## src/rtl/rstab_pkg.sv

```systemverilog
`timescale 1ns/1ps
package rstab_pkg;
    localparam int REG_COUNT = 16;
    localparam int TAG_BITS  = 3;
    localparam int DATA_BITS = 32;
    localparam int IDX_BITS  = $clog2(REG_COUNT);
    localparam int SRC_PORTS = 2;

    typedef logic [TAG_BITS-1:0]  tag_t;
    typedef logic [DATA_BITS-1:0] word_t;
    typedef logic [IDX_BITS-1:0]  idx_t;

    localparam tag_t NO_PRODUCER = '0;

    typedef struct packed {
        logic  valid;
        tag_t  tag;
        word_t value;
    } bcast_t;

    typedef struct packed {
        logic valid;
        logic dst_we;
        idx_t dst_idx;
        tag_t dst_tag;
    } rename_req_t;

    typedef struct packed {
        tag_t  qi;
        word_t value;
    } entry_t;

    typedef enum logic [1:0] {
        SRC_FILE,
        SRC_BYPASS,
        SRC_PENDING
    } src_kind_e;

    function automatic logic bcast_hits(bcast_t b, tag_t qi);
        return b.valid && (b.tag != NO_PRODUCER) && (b.tag == qi);
    endfunction

    function automatic logic req_claims(rename_req_t r, idx_t which);
        return r.valid && r.dst_we && (r.dst_tag != NO_PRODUCER) && (r.dst_idx == which);
    endfunction
endpackage

```

## src/rtl/rstab_entry.sv

```systemverilog
`timescale 1ns/1ps
module rstab_entry
    import rstab_pkg::*;
(
    input  logic   clk,
    input  logic   rst,
    input  bcast_t bc_i,
    input  logic   claim_i,
    input  tag_t   claim_tag_i,
    output entry_t state_o
);
    entry_t state_q;
    logic   hit;

    assign hit = bcast_hits(bc_i, state_q.qi);

    always_ff @(posedge clk) begin
        if (rst) begin
            state_q <= '0;
        end else begin
            if (hit) begin
                state_q.value <= bc_i.value;
            end
            if (claim_i) begin
                state_q.qi <= claim_tag_i;
            end else if (hit) begin
                state_q.qi <= NO_PRODUCER;
            end
        end
    end

    assign state_o = state_q;

    // a matching broadcast leaves the entry ready with the broadcast value
    p_bcast_clears_r5: assert property (@(posedge clk) disable iff (rst)
        (bcast_hits(bc_i, state_o.qi) && !claim_i) |=>
            (state_o.qi == NO_PRODUCER) && (state_o.value == $past(bc_i.value)));

    // a non-matching broadcast leaves the entry untouched
    p_stale_ignored_r6: assert property (@(posedge clk) disable iff (rst)
        (!bcast_hits(bc_i, state_o.qi) && !claim_i) |=>
            ($stable(state_o.qi) && $stable(state_o.value)));

    // a rename in the same cycle as a clearing broadcast keeps the new tag
    p_issue_wins_r8: assert property (@(posedge clk) disable iff (rst)
        claim_i |=> (state_o.qi == $past(claim_tag_i)));
endmodule

```

## src/rtl/rstab_lookup.sv

```systemverilog
`timescale 1ns/1ps
module rstab_lookup
    import rstab_pkg::*;
(
    input  idx_t   idx_i,
    input  entry_t table_i [REG_COUNT],
    input  bcast_t bc_i,
    output word_t  value_o,
    output tag_t   tag_o
);
    entry_t    cur;
    src_kind_e kind;

    always_comb begin
        cur = table_i[idx_i];
        if (cur.qi == NO_PRODUCER) begin
            kind = SRC_FILE;
        end else if (bcast_hits(bc_i, cur.qi)) begin
            kind = SRC_BYPASS;
        end else begin
            kind = SRC_PENDING;
        end
        case (kind)
            SRC_FILE: begin
                value_o = cur.value;
                tag_o   = NO_PRODUCER;
            end
            SRC_BYPASS: begin
                value_o = bc_i.value;
                tag_o   = NO_PRODUCER;
            end
            default: begin
                value_o = cur.value;
                tag_o   = cur.qi;
            end
        endcase
    end
endmodule

```

## src/rtl/rstab_rename_table.sv

```systemverilog
`timescale 1ns/1ps
module rstab_rename_table
    import rstab_pkg::*;
(
    input  logic                 clk,
    input  logic                 rst,
    input  logic                 iss_valid,
    input  logic                 iss_dst_we,
    input  logic [IDX_BITS-1:0]  iss_dst_idx,
    input  logic [TAG_BITS-1:0]  iss_dst_tag,
    input  logic [IDX_BITS-1:0]  src_a_idx,
    input  logic [IDX_BITS-1:0]  src_b_idx,
    output logic [DATA_BITS-1:0] src_a_val,
    output logic [TAG_BITS-1:0]  src_a_tag,
    output logic [DATA_BITS-1:0] src_b_val,
    output logic [TAG_BITS-1:0]  src_b_tag,
    input  logic                 bc_valid,
    input  logic [TAG_BITS-1:0]  bc_tag,
    input  logic [DATA_BITS-1:0] bc_value
);
    bcast_t      bc;
    rename_req_t req;
    entry_t      table_q [REG_COUNT];
    idx_t        port_idx [SRC_PORTS];
    word_t       port_val [SRC_PORTS];
    tag_t        port_tag [SRC_PORTS];

    assign bc  = '{valid: bc_valid, tag: bc_tag, value: bc_value};
    assign req = '{valid: iss_valid, dst_we: iss_dst_we, dst_idx: iss_dst_idx, dst_tag: iss_dst_tag};

    generate
        for (genvar g = 0; g < REG_COUNT; g++) begin : g_entry
            rstab_entry u_entry (
                .clk         (clk),
                .rst         (rst),
                .bc_i        (bc),
                .claim_i     (req_claims(req, idx_t'(g))),
                .claim_tag_i (req.dst_tag),
                .state_o     (table_q[g])
            );
        end
    endgenerate

    assign port_idx[0] = src_a_idx;
    assign port_idx[1] = src_b_idx;

    generate
        for (genvar p = 0; p < SRC_PORTS; p++) begin : g_port
            rstab_lookup u_lookup (
                .idx_i   (port_idx[p]),
                .table_i (table_q),
                .bc_i    (bc),
                .value_o (port_val[p]),
                .tag_o   (port_tag[p])
            );
        end
    endgenerate

    assign src_a_val = port_val[0];
    assign src_a_tag = port_tag[0];
    assign src_b_val = port_val[1];
    assign src_b_tag = port_tag[1];

    // a live broadcast tag is never reported as still pending
    p_bypass_a_r7: assert property (@(posedge clk) disable iff (rst)
        (bc_valid && bc_tag != NO_PRODUCER) |-> (src_a_tag != bc_tag));
    p_bypass_b_r7: assert property (@(posedge clk) disable iff (rst)
        (bc_valid && bc_tag != NO_PRODUCER) |-> (src_b_tag != bc_tag));

    // a renamed destination reads back with its new tag one cycle later
    p_rename_visible_r4: assert property (@(posedge clk) disable iff (rst)
        (iss_valid && iss_dst_we && iss_dst_tag != NO_PRODUCER) |=>
            ((src_a_idx != $past(iss_dst_idx)) ||
             (bc_valid && bc_tag == $past(iss_dst_tag)) ||
             (src_a_tag == $past(iss_dst_tag))));
endmodule

```

## config.mk

```make
export PLATFORM = sky130hd
export DESIGN_NAME = rstab_rename_table
export DESIGN_NICKNAME = d
export VERILOG_FILES = /design/src/rtl/rstab_pkg.sv /design/src/rtl/rstab_entry.sv /design/src/rtl/rstab_lookup.sv /design/src/rtl/rstab_rename_table.sv
export SDC_FILE = /design/constraint.sdc
export NUM_CORES = 2
export LEC_CHECK = 0
export ABC_CLOCK_PERIOD_IN_PS = 11300
export BUFFER_PORTS_ARGS = -buffer_cell sky130_fd_sc_hd__buf_2
export CAP_MARGIN = 5
export CORE_UTILIZATION = 51
export DETAILED_ROUTE_END_ITERATION = 8
export GPL_TIMING_DRIVEN = 0
export PLACE_DENSITY_LB_ADDON = 0.08
export SYNTH_ARGS = -nofsm -noshare
export SYNTH_HDL_FRONTEND = slang
export SYNTH_SLANG_ARGS = --single-unit
```

## constraint.sdc

```tcl
create_clock -name clk -period 11.3 [get_ports clk]
set_clock_uncertainty 0.1 [all_clocks]
set_input_delay 2.26 -clock clk [delete_from_list [all_inputs] [get_ports clk]]
set_output_delay 2.26 -clock clk [all_outputs]
set_load 0.01 [all_outputs]
```

# After elaboration in Yosys (flattened, before gate mapping)
# Index checks and enable logic that the tools add are counted.
op_classes:
  magnitude_cmp: 2
  eq_ne: 35
  mux: 46
  bitwise: 2
  n_reduce_logical: 62
op_table:
  columns: ["op", "n"]
  rows:
  - ["$bmux 35 s4", 2]
  - ["$mux 35", 4]
  - ["$mux 3", 34]
  - ["$mux 32", 2]
  - ["$eq 3x3->1", 18]
  - ["$logic_and 1x1->1", 37]
  - ["$eq 4x4->1 const B", 8]
  - ["$reduce_bool 2->1", 16]
  - ["$eq 4x3->1 const B", 4]
  - ["$ge 5x5->1 const B", 2]
  - ["$not 4->5", 2]
  - ["$eq 4x2->1 const B", 2]
  - ["$mux 2", 4]
  - ["$logic_not 3->1", 2]
  - ["$reduce_bool 3->1", 2]
  - ["$eq 2x1->1 const B", 2]
  - ["$eq 4x1->1 const B", 1]
  - ["$logic_not 2->1", 2]
  - ["$logic_not 4->1", 1]
  - ["$reduce_or 2->1", 2]
word_totals:
  ff_bits: 560
  inputBits: 55
  output_inout_bits: 70
  elab_cells: 179

# Depth between registers and ports, before layout
depth:
  word_depth: 11
  depth_mapped: 9
  depth_no_buf: 6

# Cells and area by module
# From an unflattened synthesis, not the netlist that was laid out.
hier_totals:
  cells_unflattened: 3277
  hier_area_um2: 35457.8
by_module_without_submodules:
  columns: ["mod", "n_inst", "cells_per_inst", "area_per_inst_um2", "seq_area_each_um2"]
  rows:
  - ["rstab_entry", 16, 158, 1615.3, 700.7]
  - ["rstab_lookup", 2, 362, 4725.8, 0.0]
  - ["rstab_rename_table", 1, 25, 161.4, 0.0]

# Worst setup path before layout
# OpenSTA, ideal clock, no wires.
synth_path:
  kind: "input-to-output"
  from: "input port src_a_idx[1]"
  to: "output port src_a_val[10]"
  arrival_time_ns: 4.434
  required_ns: 8.940
  setup_slack_ns: 4.506
  cell_stages: 9
  n_path_buf: 3
  path_cell_list: "buf_6 buf_12 mux2i_1 mux4_2 and3b_1 or4_4 nand3_4 buf_12 mux2_4"
synth_between:
  elab_chain_cells: 10
  elab_cells_between_ends: 11
  cone_classes: "eq/ne (2); mux (6); bitwise (1); reduce/logical (2)"
synth_rtl:
  columns: ["item", "line_no", "rtl"]
  rows:
  - ["start, declared", "rstab_rename_table.sv:11", "input logic [IDX_BITS-1:0] src_a_idx,"]
  - ["$not 4->5 (not written as such) (*)", "rstab_lookup.sv:15", "cur = table_i[idx_i];"]
  - ["$bmux 35 s4 (*)", "rstab_lookup.sv:15", null]
  - ["$mux 35 (not written as such) (*) (2 in series)", "rstab_lookup.sv:15", null]
  - ["$eq 3x3->1", "rstab_pkg.sv:40", "return b.valid && (b.tag != NO_PRODUCER) && (b.tag == qi);"]
  - ["$logic_and 1x1->1", "rstab_pkg.sv:40", null]
  - ["$mux 2", "rstab_lookup.sv:18", "end else if (bcast_hits(bc_i, cur.qi)) begin"]
  - ["$mux 2", "rstab_lookup.sv:16", "if (cur.qi == NO_PRODUCER) begin"]
  - ["$eq 2x1->1", "rstab_lookup.sv:23", "case (kind)"]
  - ["$mux 32 (*)", "rstab_lookup.sv:23", null]
  - ["end, declared", "rstab_rename_table.sv:13", "output logic [DATA_BITS-1:0] src_a_val,"]
# Mark *: on every way between the ends. The rest lies on a longest branch, timed or not. The select of a mux whose other input is x is not followed.

# Worst setup path after layout
layout_path:
  from: "input port src_a_idx[0]"
  to: "output port src_a_val[25]"
# The elaborated chain is that of the path after synthesis.

==> impl_metrics.toml <==
[hold_path]
min_path_type = "register to register"

[cts]
clkTransAtPathRegs_ns = 0.06
worstSkewPairLatency_ns = 0.64
cts_tree = "done"
post_cts_buffers = 0
clock-root-buffer = "clkbuf_16"
post_cts_resized = 0
clock_sinks = 560
cts_hold_repair.buffers = 0
h-tree-depth = 2
numCtsBuffers = 61
ctsLongestPathBuffers = 3

[final_layout]
register_area_sq_um = 11200
fin_nets = 3626
final_util_pct = 57.7
final_common_cell = "nand2_1"
layout-area-overhead-vs-synth_pct = 11.3
diodes = 0
drive_gt1_share_pct = 15.6
final_cell_mix = "nand2_1 (1129), a21oi_1 (592), dfxtp_1 (560)"
multiInputGateArea_sq_um = 17300
fillers = 5277
largest_register_ff_count = 560

[sta]
max_freq_ghz = 0.118
finalHoldViolations = 0
finalSetupViolations = 0
setup_slack_ns = 2.85
fin_setup_tns_ns = 0
worst_slew_pin_slew_ns = 1.28
grt_setup_unrepaired = "no"
slew-limit-headroom_pct = 14.5
fin_crit_ns = 8.45
maxSlewViolCount = 0
fin_crit_sh_pct = 74.8

[setup_path]
cpPeakStageDelay_ns = 0.87
timing.critical_path.mode_cell = "clkbuf_1"
startpoint = "src_a_idx[0]"
rr_endpoint = "g_entry[8].u_entry.state_o[20]$_SDFFE_PP0P_"
cp-endpoint = "src_a_val[25]"
path_delay_family = "buffers and inverters"
path_buf_inv = 5
worst-path-max-fanout = 10
cp_data_required_time_ns = 8.94
reg2reg_from = "g_entry[8].u_entry.state_o[34]$_SDFFE_PP0P_"
arrival_ns = 6.09
rrSetupSlack_ns = 8.43
reg2regPathDepth = 6
crit_path_start_kind = "input port"
crit_cells = 9
critPathCaptureType = "output pin"
criticalPathCategory = "input port to output pin"
path_cells = "clkbuf_1 -> buf_2 -> clkbuf_1 -> clkbuf_1 -> mux4_2 -> mux2i_1 -> a21oi_1 -> mux2_4 -> buf_2"
cp_slowest_cell = "clkbuf_1"

[global_route]
track_usage_pct = 40.2
grt_max_degree = 16
overflow = 0
grt_pass1_vias = 27700
grt_antenna_before_repair = 2
grt_first_pass_wirelength_um = 176000

[die]
core_sq_um = 57900
die_w_um = 245
die-area_sq_um = 59800
rows = 88
die_y_um = 245
start_util_pct = 51.8
ios = 125

[placement]
routabilityCongestion = 0.975
io_buffers = 80
detailedPlace.worstSlack_ns = 2.97
dpl.hpwl_um = 84900

[synth]
syn_area_sq_um = 30000
seq_area_frac_synth_pct = 37.4
ys.warnings.count = 0
syn-num-nets = 3481
avgSynthCellArea_sq_um = 8.76
ys_types = 41
synthCells = 3426
synth-seq-cells = 560

[status]
status = "completed"

[routing]
via_per_inst = 6.52
num_vias = 28600
drt_pass1_iterations = 8
wl_per_cell_um = 27.7
postRouteAntennaNets = 0
finalWirelength_um = 122000
post-route-drc-count = 0
drt_iter0_drc = 3837

[pwr]
p_per_area_nw_per_um2 = 140
peakVddDrop_mv = 0.165
p_leak_nw = 10.9

[run]
cap_violations = 0
[layer usage]
metal  vias to the layer above  global-route usage, %  wire length [um]
met5                         -                  0.572                78
met4                         6                   21.7              6800
met3                       435                   12.1             15600
met2                      2000                   61.0             53800
met1                     13900                   51.3             45200
li1                      12300                      -                 -
[worst reg2reg max path: cells and delay by family, from the launching register on]
family | cells | cell delay, ns
flops | 1 | 0.45
buf+inv | 1 | 0.82
xor+xnor | 1 | 0.17
simple gates | 3 | 1.07
compound gates | 1 | 0.17
[cells in the mapped netlist]
master	instances	area share (%)
nand2_1	1129	14
a21oi_1	592	9.9
dfxtp_1	560	37
mux4_2	271	20
clkbuf_1	244	3.1
nand3_1	78	1.3
buf_1	75	0.94
nor2b_1	66	1.4
a211oi_1	64	1.6
mux2i_1	60	2.0
xnor2_1	50	1.5
mux2_2	46	1.7
a31oi_1	34	0.71
buf_2	30	0.50
mux2_4	28	1.4
nor2_1	27	0.34
nand4_1	17	0.35
o211ai_1	11	0.28
nor3_1	5	0.083
and2_1	4	0.083
buf_12	4	0.27
nand2b_1	4	0.083
o22ai_1	4	0.083
nand3b_1	3	0.075
and3_1	2	0.042
or4_1	2	0.050
xor2_1	2	0.058
and3b_1	1	0.029
buf_4	1	0.025
buf_6	1	0.038
inv_2	1	0.012
nand3_2	1	0.033
nand3_4	1	0.058
nor3b_1	1	0.025
o21a_1	1	0.025
o311a_1	1	0.033
o31a_1	1	0.029
o31ai_1	1	0.025
or2_2	1	0.021
or3b_2	1	0.029
or4_4	1	0.038
[kinds of logic (layout without fill, tap and decap cells)]
logic type      Yosys count  in the layout  synth area share (%)
flops                   560            560                  37.4
simple gates           1344           1344                  18.1
xor+xnor                 52             52                  1.52
mux                     405            405                  25.5
compound gates          709            709                  12.7
buf+inv                 356            548                  4.83
[worst min path at each step]
stage,startpoint,endpoint,slack [ns],cells past startpoint
floorplan,g_entry[10].u_entry.state_o[31]$_SDFFE_PP0P_,g_entry[10].u_entry.state_o[31]$_SDFFE_PP0P_,0.34,2
global placement,g_entry[8].u_entry.state_o[20]$_SDFFE_PP0P_,g_entry[8].u_entry.state_o[20]$_SDFFE_PP0P_,0.35,2
detailed placement,g_entry[13].u_entry.state_o[18]$_SDFFE_PP0P_,g_entry[13].u_entry.state_o[18]$_SDFFE_PP0P_,0.36,2
CTS,g_entry[6].u_entry.state_o[19]$_SDFFE_PP0P_,g_entry[6].u_entry.state_o[19]$_SDFFE_PP0P_,0.37,2
global route,g_entry[4].u_entry.state_o[11]$_SDFFE_PP0P_,g_entry[4].u_entry.state_o[11]$_SDFFE_PP0P_,0.38,2
finish,g_entry[13].u_entry.state_o[18]$_SDFFE_PP0P_,g_entry[13].u_entry.state_o[18]$_SDFFE_PP0P_,0.36,2
[cell type report]
cell class              instances  share of cell area, %
repair buffers                 82                   1.29
clock inverters                22                  0.757
plain buffers                 355                   4.33
well taps                     765                   2.87
clock buffers                  88                   5.27
inverters                       1                 0.0112
flip-flops and latches        560                   33.6
multi-input cells            2510                   51.9
[power breakdown]
part | internal (mW) | switching, mW | total, mW
Combinational | 0.183 | 0.386 | 0.569
Sequential | 2.01 | 0.0294 | 2.04
Clock | 1.19 | 0.874 | 2.06
[through the flow]
step	power, mW	hold WS (ns)	area, sq um	std cells
after detailed placement	2.63	0.357	31400	4271
after CTS	4.64	0.365	33400	4381
final	4.67	0.365	33400	4383
after global placement	2.62	0.349	31400	4271
after floorplan	2.42	0.343	30000	3426
after global routing	4.77	0.382	33400	4383
Note: power is estimated with default switching activity, not from simulation.
